## config.mk

```make
export PLATFORM = sky130hd
export DESIGN_NAME = dual_tmr_ctr
export DESIGN_NICKNAME = d
export VERILOG_FILES = /design/src/rtl/tmr_pkg.sv /design/src/rtl/tmr_fall_det.sv /design/src/rtl/tmr_channel.sv /design/src/rtl/dual_tmr_ctr.sv
export SDC_FILE = /design/constraint.sdc
export NUM_CORES = 1
export LEC_CHECK = 0
export CAP_MARGIN = 40
export CORE_MARGIN = 2
export CORE_UTILIZATION = 58
export DETAILED_ROUTE_END_ITERATION = 7
export DONT_BUFFER_PORTS = 1
export GPL_TIMING_DRIVEN = 0
export PLACE_DENSITY_LB_ADDON = 0.25
export SLEW_MARGIN = 20
export SYNTH_ARGS = -nofsm -noshare
export SYNTH_HDL_FRONTEND = slang
export SYNTH_SLANG_ARGS = --single-unit
```

## constraint.sdc

```tcl
create_clock -name clk -period 2 [get_ports clk]
set_clock_uncertainty 0.2 [all_clocks]
set_input_delay 0.3 -clock clk [delete_from_list [all_inputs] [get_ports clk]]
set_output_delay 0.3 -clock clk [all_outputs]
set_load 0.03 [all_outputs]
```

## src/rtl/tmr_pkg.sv

```systemverilog
package tmr_pkg;

    localparam int NUM_CH  = 2;
    localparam int NIB_W   = 4;

    // Positions inside one channel nibble
    localparam int CFG_GATE = 3;
    localparam int CFG_EXT  = 2;

    typedef enum logic [1:0] {
        MD_PRESCALE13 = 2'b00,
        MD_FULL16     = 2'b01,
        MD_RELOAD8    = 2'b10,
        MD_RESERVED   = 2'b11
    } tmr_mode_e;

endpackage

```

## src/rtl/tmr_fall_det.sv

```systemverilog
module tmr_fall_det #(
    parameter int STAGES = 2
) (
    input  logic clk,
    input  logic rst_n,
    input  logic pin_i,
    output logic fall_o
);
    logic [STAGES:0] chain_q;

    always_ff @(posedge clk or negedge rst_n) begin
        if (!rst_n) chain_q <= '0;
        else        chain_q <= {chain_q[STAGES-1:0], pin_i};
    end

    // Oldest synchronised sample high, next one low
    assign fall_o = chain_q[STAGES] & ~chain_q[STAGES-1];
endmodule

```

## src/rtl/tmr_channel.sv

```systemverilog
module tmr_channel
    import tmr_pkg::*;
#(
    parameter int DATA_W   = 8,
    parameter int PRE_BITS = 5
) (
    input  logic              clk,
    input  logic              rst_n,
    input  logic [NIB_W-1:0]  cfg_i,
    input  logic              run_i,
    input  logic              gate_pin_i,
    input  logic              ext_fall_i,
    input  logic              sw_lo_we_i,
    input  logic              sw_hi_we_i,
    input  logic              sw_flag_we_i,
    input  logic              sw_flag_val_i,
    input  logic [DATA_W-1:0] sw_data_i,
    input  logic              vec_ack_i,
    output logic [DATA_W-1:0] lo_o,
    output logic [DATA_W-1:0] hi_o,
    output logic              flag_o,
    output logic              ovf_o
);
    localparam int SUM_W = 2 * DATA_W + 1;

    tmr_mode_e         mode;
    logic              enabled, tick, step;
    logic [DATA_W-1:0] lo_q, hi_q, lo_n, hi_n;
    logic              flag_q, flag_n, ovf;
    logic [SUM_W-1:0]  sum;

    assign mode    = tmr_mode_e'(cfg_i[1:0]);
    assign enabled = run_i && (!cfg_i[CFG_GATE] || gate_pin_i);
    assign tick    = cfg_i[CFG_EXT] ? ext_fall_i : 1'b1;
    assign step    = enabled && tick && !(sw_lo_we_i || sw_hi_we_i);
    assign sum     = {1'b0, hi_q, lo_q} + 1'b1;

    always_comb begin
        lo_n = lo_q;
        hi_n = hi_q;
        ovf  = 1'b0;
        unique case (mode)
            MD_PRESCALE13: begin
                if (step) begin
                    if (&lo_q[PRE_BITS-1:0]) begin
                        lo_n[PRE_BITS-1:0] = '0;
                        hi_n = hi_q + 1'b1;
                        ovf  = &hi_q;
                    end else begin
                        lo_n[PRE_BITS-1:0] = lo_q[PRE_BITS-1:0] + 1'b1;
                    end
                end
            end
            MD_FULL16: begin
                if (step) begin
                    {hi_n, lo_n} = sum[SUM_W-2:0];
                    ovf = sum[SUM_W-1];
                end
            end
            MD_RELOAD8: begin
                if (step) begin
                    if (&lo_q) begin
                        lo_n = hi_q;
                        ovf  = 1'b1;
                    end else begin
                        lo_n = lo_q + 1'b1;
                    end
                end
            end
            MD_RESERVED: begin
                lo_n = lo_q;
            end
        endcase
        if (sw_lo_we_i) lo_n = sw_data_i;
        if (sw_hi_we_i) hi_n = sw_data_i;
    end

    always_comb begin
        if (ovf)               flag_n = 1'b1;
        else if (sw_flag_we_i) flag_n = sw_flag_val_i;
        else if (vec_ack_i)    flag_n = 1'b0;
        else                   flag_n = flag_q;
    end

    always_ff @(posedge clk or negedge rst_n) begin
        if (!rst_n) begin
            lo_q   <= '0;
            hi_q   <= '0;
            flag_q <= 1'b0;
        end else begin
            lo_q   <= lo_n;
            hi_q   <= hi_n;
            flag_q <= flag_n;
        end
    end

    assign lo_o   = lo_q;
    assign hi_o   = hi_q;
    assign flag_o = flag_q;
    assign ovf_o  = ovf;
endmodule

```

## src/rtl/dual_tmr_ctr.sv

```systemverilog
module dual_tmr_ctr
    import tmr_pkg::*;
#(
    parameter int DATA_W      = 8,
    parameter int ADDR_W      = 3,
    parameter int PRE_BITS    = 5,
    parameter int SYNC_STAGES = 2
) (
    input  logic              clk,
    input  logic              rst_n,
    input  logic              wr_en,
    input  logic [ADDR_W-1:0] addr,
    input  logic [DATA_W-1:0] wdata,
    output logic [DATA_W-1:0] rdata,
    input  logic [1:0]        vec_ack,
    input  logic [1:0]        cnt_pin,
    input  logic [1:0]        gate_pin,
    output logic [1:0]        ovf_flag
);
    localparam logic [ADDR_W-1:0] A_CTRL = ADDR_W'(0);
    localparam logic [ADDR_W-1:0] A_MODE = ADDR_W'(1);
    localparam int CNT_BASE  = 2;
    localparam int RUN_BIT0  = 0;
    localparam int FLAG_BIT0 = 4;

    logic [DATA_W-1:0]             mode_q;
    logic [NUM_CH-1:0]             run_q;
    logic [NUM_CH-1:0]             ovf_pulse;
    logic [NUM_CH-1:0]             fall;
    logic [NUM_CH-1:0][DATA_W-1:0] cnt_lo, cnt_hi;
    logic                          ctrl_we;

    assign ctrl_we = wr_en && (addr == A_CTRL);

    always_ff @(posedge clk or negedge rst_n) begin
        if (!rst_n) begin
            mode_q <= '0;
            run_q  <= '0;
        end else if (wr_en) begin
            if (addr == A_MODE) mode_q <= wdata;
            if (addr == A_CTRL) run_q  <= wdata[RUN_BIT0 +: NUM_CH];
        end
    end

    for (genvar i = 0; i < NUM_CH; i++) begin : g_ch
        localparam logic [ADDR_W-1:0] LO_A = ADDR_W'(CNT_BASE + 2 * i);
        localparam logic [ADDR_W-1:0] HI_A = ADDR_W'(CNT_BASE + 2 * i + 1);

        tmr_fall_det #(.STAGES(SYNC_STAGES)) u_det (
            .clk    (clk),
            .rst_n  (rst_n),
            .pin_i  (cnt_pin[i]),
            .fall_o (fall[i])
        );

        tmr_channel #(.DATA_W(DATA_W), .PRE_BITS(PRE_BITS)) u_ch (
            .clk           (clk),
            .rst_n         (rst_n),
            .cfg_i         (mode_q[NIB_W*i +: NIB_W]),
            .run_i         (run_q[i]),
            .gate_pin_i    (gate_pin[i]),
            .ext_fall_i    (fall[i]),
            .sw_lo_we_i    (wr_en && (addr == LO_A)),
            .sw_hi_we_i    (wr_en && (addr == HI_A)),
            .sw_flag_we_i  (ctrl_we),
            .sw_flag_val_i (wdata[FLAG_BIT0 + i]),
            .sw_data_i     (wdata),
            .vec_ack_i     (vec_ack[i]),
            .lo_o          (cnt_lo[i]),
            .hi_o          (cnt_hi[i]),
            .flag_o        (ovf_flag[i]),
            .ovf_o         (ovf_pulse[i])
        );
    end

    always_comb begin
        rdata = '0;
        if (addr == A_CTRL) begin
            rdata[RUN_BIT0 +: NUM_CH]  = run_q;
            rdata[FLAG_BIT0 +: NUM_CH] = ovf_flag;
        end else if (addr == A_MODE) begin
            rdata = mode_q;
        end
        for (int i = 0; i < NUM_CH; i++) begin
            if (addr == ADDR_W'(CNT_BASE + 2 * i))     rdata = cnt_lo[i];
            if (addr == ADDR_W'(CNT_BASE + 2 * i + 1)) rdata = cnt_hi[i];
        end
    end
endmodule

```

# After elaboration in Yosys (flattened, before gate mapping)
# Cells that the tools add are included.
dict set report classes {
  add_sub_neg 8
  n_eq_ne 25
  mux 55
  bitwise_logic 4
  reduce_logical 42
}
# operator count
set op_table {}
lappend op_table {{$mux 8} 21}
lappend op_table {{$ne 3x1->1 const B} 12}
lappend op_table {{$add 16x1->17 const B} 2}
lappend op_table {{$add 8x1->8 const B} 4}
lappend op_table {{$pmux 8 s2} 2}
lappend op_table {{$reduce_and 8->1} 4}
lappend op_table {{$pmux 5 s3} 2}
lappend op_table {{$mux 5} 4}
lappend op_table {{$mux 1} 18}
lappend op_table {{$reduce_bool 3->1} 6}
lappend op_table {{$reduce_and 4->1} 4}
lappend op_table {{$pmux 3 s2} 2}
lappend op_table {{$logic_and 1x1->1} 11}
lappend op_table {{$add 5x1->5 const B} 2}
lappend op_table {{$reduce_and 5->1} 2}
lappend op_table {{$eq 2x2->1 const B} 4}
lappend op_table {{$mux 2} 4}
lappend op_table {{$eq 3x2->1 const B} 2}
lappend op_table {{$eq 3x3->1 const B} 2}
lappend op_table {{$pmux 1 s3} 2}
lappend op_table {{$reduce_and 3->1} 2}
lappend op_table {{$eq 2x1->1 const B} 2}
lappend op_table {{$logic_not 1->1} 4}
lappend op_table {{$logic_not 2->1} 2}
lappend op_table {{other kinds (7)} 14}
dict set report totals {
  register_bits 50
  inputBits 20
  output_inout_bits 10
  elab_cells 146
}

# Longest topological paths before layout
dict set report depth {
  word_depth 8
  ltp_mapped 8
  ltp_nobuf 8
}

# Hierarchy
# A second synthesis with hierarchy kept.
dict set report unflattened {
  cells_unflattened 416
  area_unflattened_um2 3851.2
}
# module n_inst cells_per_inst area_per_inst_um2 seq_area_each_um2
set by_module_without_submodules {}
lappend by_module_without_submodules {{tmr_channel (g_ch[1].u_ch)} 1 171 1477.7 425.4}
lappend by_module_without_submodules {{tmr_channel (g_ch[0].u_ch)} 1 161 1345.0 425.4}
lappend by_module_without_submodules {dual_tmr_ctr 1 76 850.8 250.2}
lappend by_module_without_submodules {tmr_fall_det 2 4 88.8 75.1}

# Worst setup path before layout
# Ideal clock, no wire load.
dict set report synth_path {
  kind {reg-to-reg}
  from {reg g_ch[1].u_ch.lo_q[0]}
  to {reg g_ch[1].u_ch.hi_q[5]}
  setup_ns 0.131
  arrival_ns 1.890
  t_required_ns 1.669
  path_slack_ns -0.221
  stages_incl_launch_ff 8
  n_path_buf 0
  period_less_slack_ns 2.221
  cell_sequence {dfrtp_1 -> ha_1 -> and3_1 -> ha_1 -> mux2_2 -> and4_1 -> a211oi_1 -> nand3_1}
}
dict set report synth_via {
  elab_chain_len 4
}
# element line
set synth_lines {}
lappend synth_lines {{start, declared} tmr_channel.sv:28} ;# logic [DATA_W-1:0] lo_q, hi_q, lo_n, hi_n;
lappend synth_lines {{start signal, assigned} tmr_channel.sv:91} ;# lo_q <= lo_n;
lappend synth_lines {{$add 16x1->17} tmr_channel.sv:36} ;# assign sum = {1'b0, hi_q, lo_q} + 1'b1;
lappend synth_lines {{$mux 8} tmr_channel.sv:55} ;# if (step) begin
lappend synth_lines {{$pmux 8 s2} tmr_channel.sv:42} ;# unique case (mode)
lappend synth_lines {{$mux 8} tmr_channel.sv:75} ;# if (sw_hi_we_i) hi_n = sw_data_i;
lappend synth_lines {{end signal, assigned} tmr_channel.sv:92} ;# hi_q <= hi_n;
lappend synth_lines {{end, declared} tmr_channel.sv:28}
# Several ways; a longest one is shown, not always the timed one. The select of a mux whose other input is x is not followed.
# A chain may end at the register's enable or synchronous reset.

# Worst setup path in the final report
dict set report layout_path {
  from {reg mode_q[1]}
  to {reg g_ch[0].u_ch.lo_q[4]}
}
dict set report layout_via {
  elab_chain_len 3
}
# element line
set layout_lines {}
lappend layout_lines {{start, declared} dual_tmr_ctr.sv:26} ;# logic [DATA_W-1:0] mode_q;
lappend layout_lines {{start signal, assigned} dual_tmr_ctr.sv:40} ;# if (addr == A_MODE) mode_q <= wdata;
lappend layout_lines {{$eq 2x2->1 (tied with other cells)} tmr_channel.sv:42}
lappend layout_lines {{$ne 3x1->1 (no source line) (tied with other cells)} n/a}
lappend layout_lines {{$reduce_and 4->1 (no source line) / $mux 8 (equally long branches)} n/a}
lappend layout_lines {{end signal, assigned} tmr_channel.sv:91}
lappend layout_lines {{end, declared} tmr_channel.sv:28}
# Several ways; a longest one is shown, not always the timed one.

==> impl_metrics.ini <==
[final_layout]
multi_input_area_um2 = 3187
area_growth_pct = 38.78
fin_nets = 556
final_common_cell = nand2_1
layout-drive-gt1-share_pct = 39.69
final_cell_mix = 43 x nand2_1, 42 x buf_4, 33 x dfrtp_1
final_util_pct = 84.43
fillerInstances = 305
regArea_um2 = 1272

[clocking]
path_clk_slew_ns = 0.10
numCtsBuffers = 5
clock_latency_ns = 0.32
clockBufferDepth = 2
htree_levels = 2
cts_sinks = 50
cts_tree = yes
clockRootBuffer = clkbuf_8

[die]
die_y_um = 86.08
fp.dieW_um = 86.08
start_util_pct = 60.84
core-area_um2 = 6422
rows = 29
ios = 30
dieArea_um2 = 7410

[power]
combPwrFrac_pct = 59.1
p_clk_share_pct = 9.8
ir_worst_vdd_v = 0.0008505
power.internal_uw = 3345
power_leakage_uw = 0.002096
power_density_nw_per_um2 = 1179
pwr-share-seq_pct = 31.1
power.total_uw = 6393
netSwitchingPower_uw = 3048
switching_share_pct = 47.68

[global_routing]
grt-ovfl-total = 0
grt_max_degree = 51
grt_pass1_vias = 3939
grt_pass1_wl_mm = 21.16
met3_usage_pct = 8.085
grt-busiest-layer = met2
met2_usage_pct = 59.83
met1_usage_pct = 45.58
grt_util_all_layers_pct = 36.94
antenna_found_initial = 0

[run_status]
violations = negative setup slack
status = complete, but fails checks

[critical_path]
critPathLaunchType = register
cp_slowest_stage_delay_ns = 0.45
reg2reg_from = mode_q[1]
cp-startpoint = mode_q[1]
ff2ff_path_depth = 7
path_cells = buf_4, ha_2, buf_6, nor3_4, o21bai_4, nand2b_1, o211ai_1
criticalPathCategory = reg2reg
arrival_ns = 2.19
cp_max_fo = 10
critPathSlowestCell = dfrtp_2
crit_required_ns = 1.97
end_kind = register

[sta]
tightest_slew_ns = 0.7374
slew-limit-headroom_pct = 50.15
rsz0062_at_grt = true
setup_violations = 34
period_needed_ns = 2.223
max_freq_mhz = 449.8
setup_slack_ns = -0.2231
final_hold_viol_count = 0
final_max_slew_viol_count = 0
fin_crit_sh_pct = 111.2

[routing]
postRouteAntennaNets = 0
num_vias = 4609
wl_mm = 16.50
wire_per_inst_um = 27.64
drt_iter0_drc = 697
drc = 0
drt_first_pass_iters = 7
viasPerCell = 7.720

[synthesis]
netlist_area_um2 = 3907
synth_top_cell_by_area = dfrtp_1
synth-edff-count = 0
synth_seq_cells = 50
synthTopCellsByArea = dfrtp_1 32%, ha_1 5.1%, nand2_1 4.3%
synth_warnings = 0
syn_inst = 455
synth-main-ff-cell = dfrtp_1
postSynth.asyncResetShare_pct = 100.0
syn_nets = 491
ys_seq_area_share_pct = 32.02
yosysUniqueCellTypes = 67
yosysTopAreaCellShare_pct = 32.02
syn-mean-instance-area_um2 = 8.588

[placed_design]
portBuffers = 0
hpwl_mm = 8.104
globalplace.congestion = 0.9734

[run]
maxCapViolCount = 0

[hold_path]
min_path_cells = 3
hp-start = wdata[5]
hold_class = in2reg
[area by class of cell]
| cell class | count | area share [%] |
|---|---|---|
| inverter | 10 | 0.6922 |
| buffer | 24 | 3.784 |
| multi-input combinational | 369 | 58.77 |
| timing repair buffer | 60 | 9.945 |
| tap | 77 | 1.777 |
| antenna | 1 | 0.04615 |
| sequential | 50 | 23.47 |
| clock buffer | 6 | 1.523 |
[power by group through the flow]
stage | clock network, uW | logic (uW) | registers (uW)
2_1_floorplan | 0 | 1880 | 1680
3_3_place_gp | 0 | 2210 | 1860
3_5_place_dp | 0 | 2270 | 1860
4_1_cts | 603 | 2880 | 1870
5_1_grt | 652 | 3950 | 2010
6_report | 628 | 3780 | 1990
[sequential cells by signal (all words and copies together) (netlist names)]
name	cells
g_ch.u_ch.flag_o	2
g_ch.u_ch.hi_o	16
g_ch.u_ch.lo_o	16
g_ch.u_det.chain_q	6
mode_q	8
run_q	2
[metal layers]
layer  share of wire [%]  wire length, um  up-vias
met5                   0                0        -
met4                 9.2             1512        0
met3                  12             2044      164
met2                  45             7440      442
met1                  33             5503     2157
li1                    -                -     1846
[kinds of logic after synthesis]
group	synth area share, %
XOR/XNOR	2.690
multiplexers	7.845
adder cells (fa/ha/maj)	5.123
buffers and inverters	4.163
AO/OA/AOI/OAI	22.77
AND/OR/NAND/NOR	25.39
flip-flops	32.02
[timing repair]
action / in CTS / in global routing
endpoints found under the hold margin: 91 / 0
pin swaps: 19 / 38
cloned: 1 / 1
endpoints found under the setup margin: 41 / 43
setup buffers: 26 / 19
gates resized for setup: 79 / 98
hold buffers: 12 / 0
[path summary, 6_finish.rpt]
kind / endpoint / slack, ns
min reg2reg: g_ch[1].u_det.chain_q[1] / 0.16
max reg2reg: g_ch[0].u_ch.lo_o[4] / -0.22
min in group asynchronous: g_ch[1].u_ch.lo_o[6] / 0.31
max in group asynchronous: g_ch[0].u_ch.lo_o[3] / 1.03
max: g_ch[0].u_ch.lo_o[4] / -0.22
min: g_ch[0].u_ch.lo_o[5] / 0.009
[critical path: cells and delay by family, from the launching register on]
kind                       cells  cell delay [ns]
AOI/OAI and AO/OA              2             0.51
adders and majority gates      1             0.19
DFF                            1             0.45
buffers and inverters          2             0.29
and+or+nand+nor                2             0.43
[through the flow]
step	worst slack (ns)	cell area, um^2	TNS [ns]	std cells	hold slack (ns)
after floorplan	-0.09476	4029	-0.4272	455	-0.1956
after global placement	-0.4061	4125	-7.853	532	-0.1943
after detailed placement	-0.4183	4130	-8.099	533	-0.1944
after CTS	-0.03859	4890	-0.1958	575	0.01959
after global routing	-0.2071	5420	-4.261	596	0.04781
final	-0.2231	5423	-2.703	597	0.008694
[cell usage after synthesis, types with 5 or more instances]
cell type and n:
dfrtp_1 50, nand2_1 45, nor2_1 36, o21ai_0 27, nand3_1 23, a21oi_1 19, clkbuf_1 17, ha_1 16
mux2i_1 16, nor3_1 14, mux2_2 13, a31oi_1 11, nand4_1 11, inv_1 10, nor2b_1 10, a22oi_1 8
and3_1 7, xnor2_1 7, buf_2 6, nand2b_1 6, o211ai_1 6, o31ai_1 6, o221ai_1 5, xor2_1 5
No activity file was read; power rests on OpenSTA's default activity.
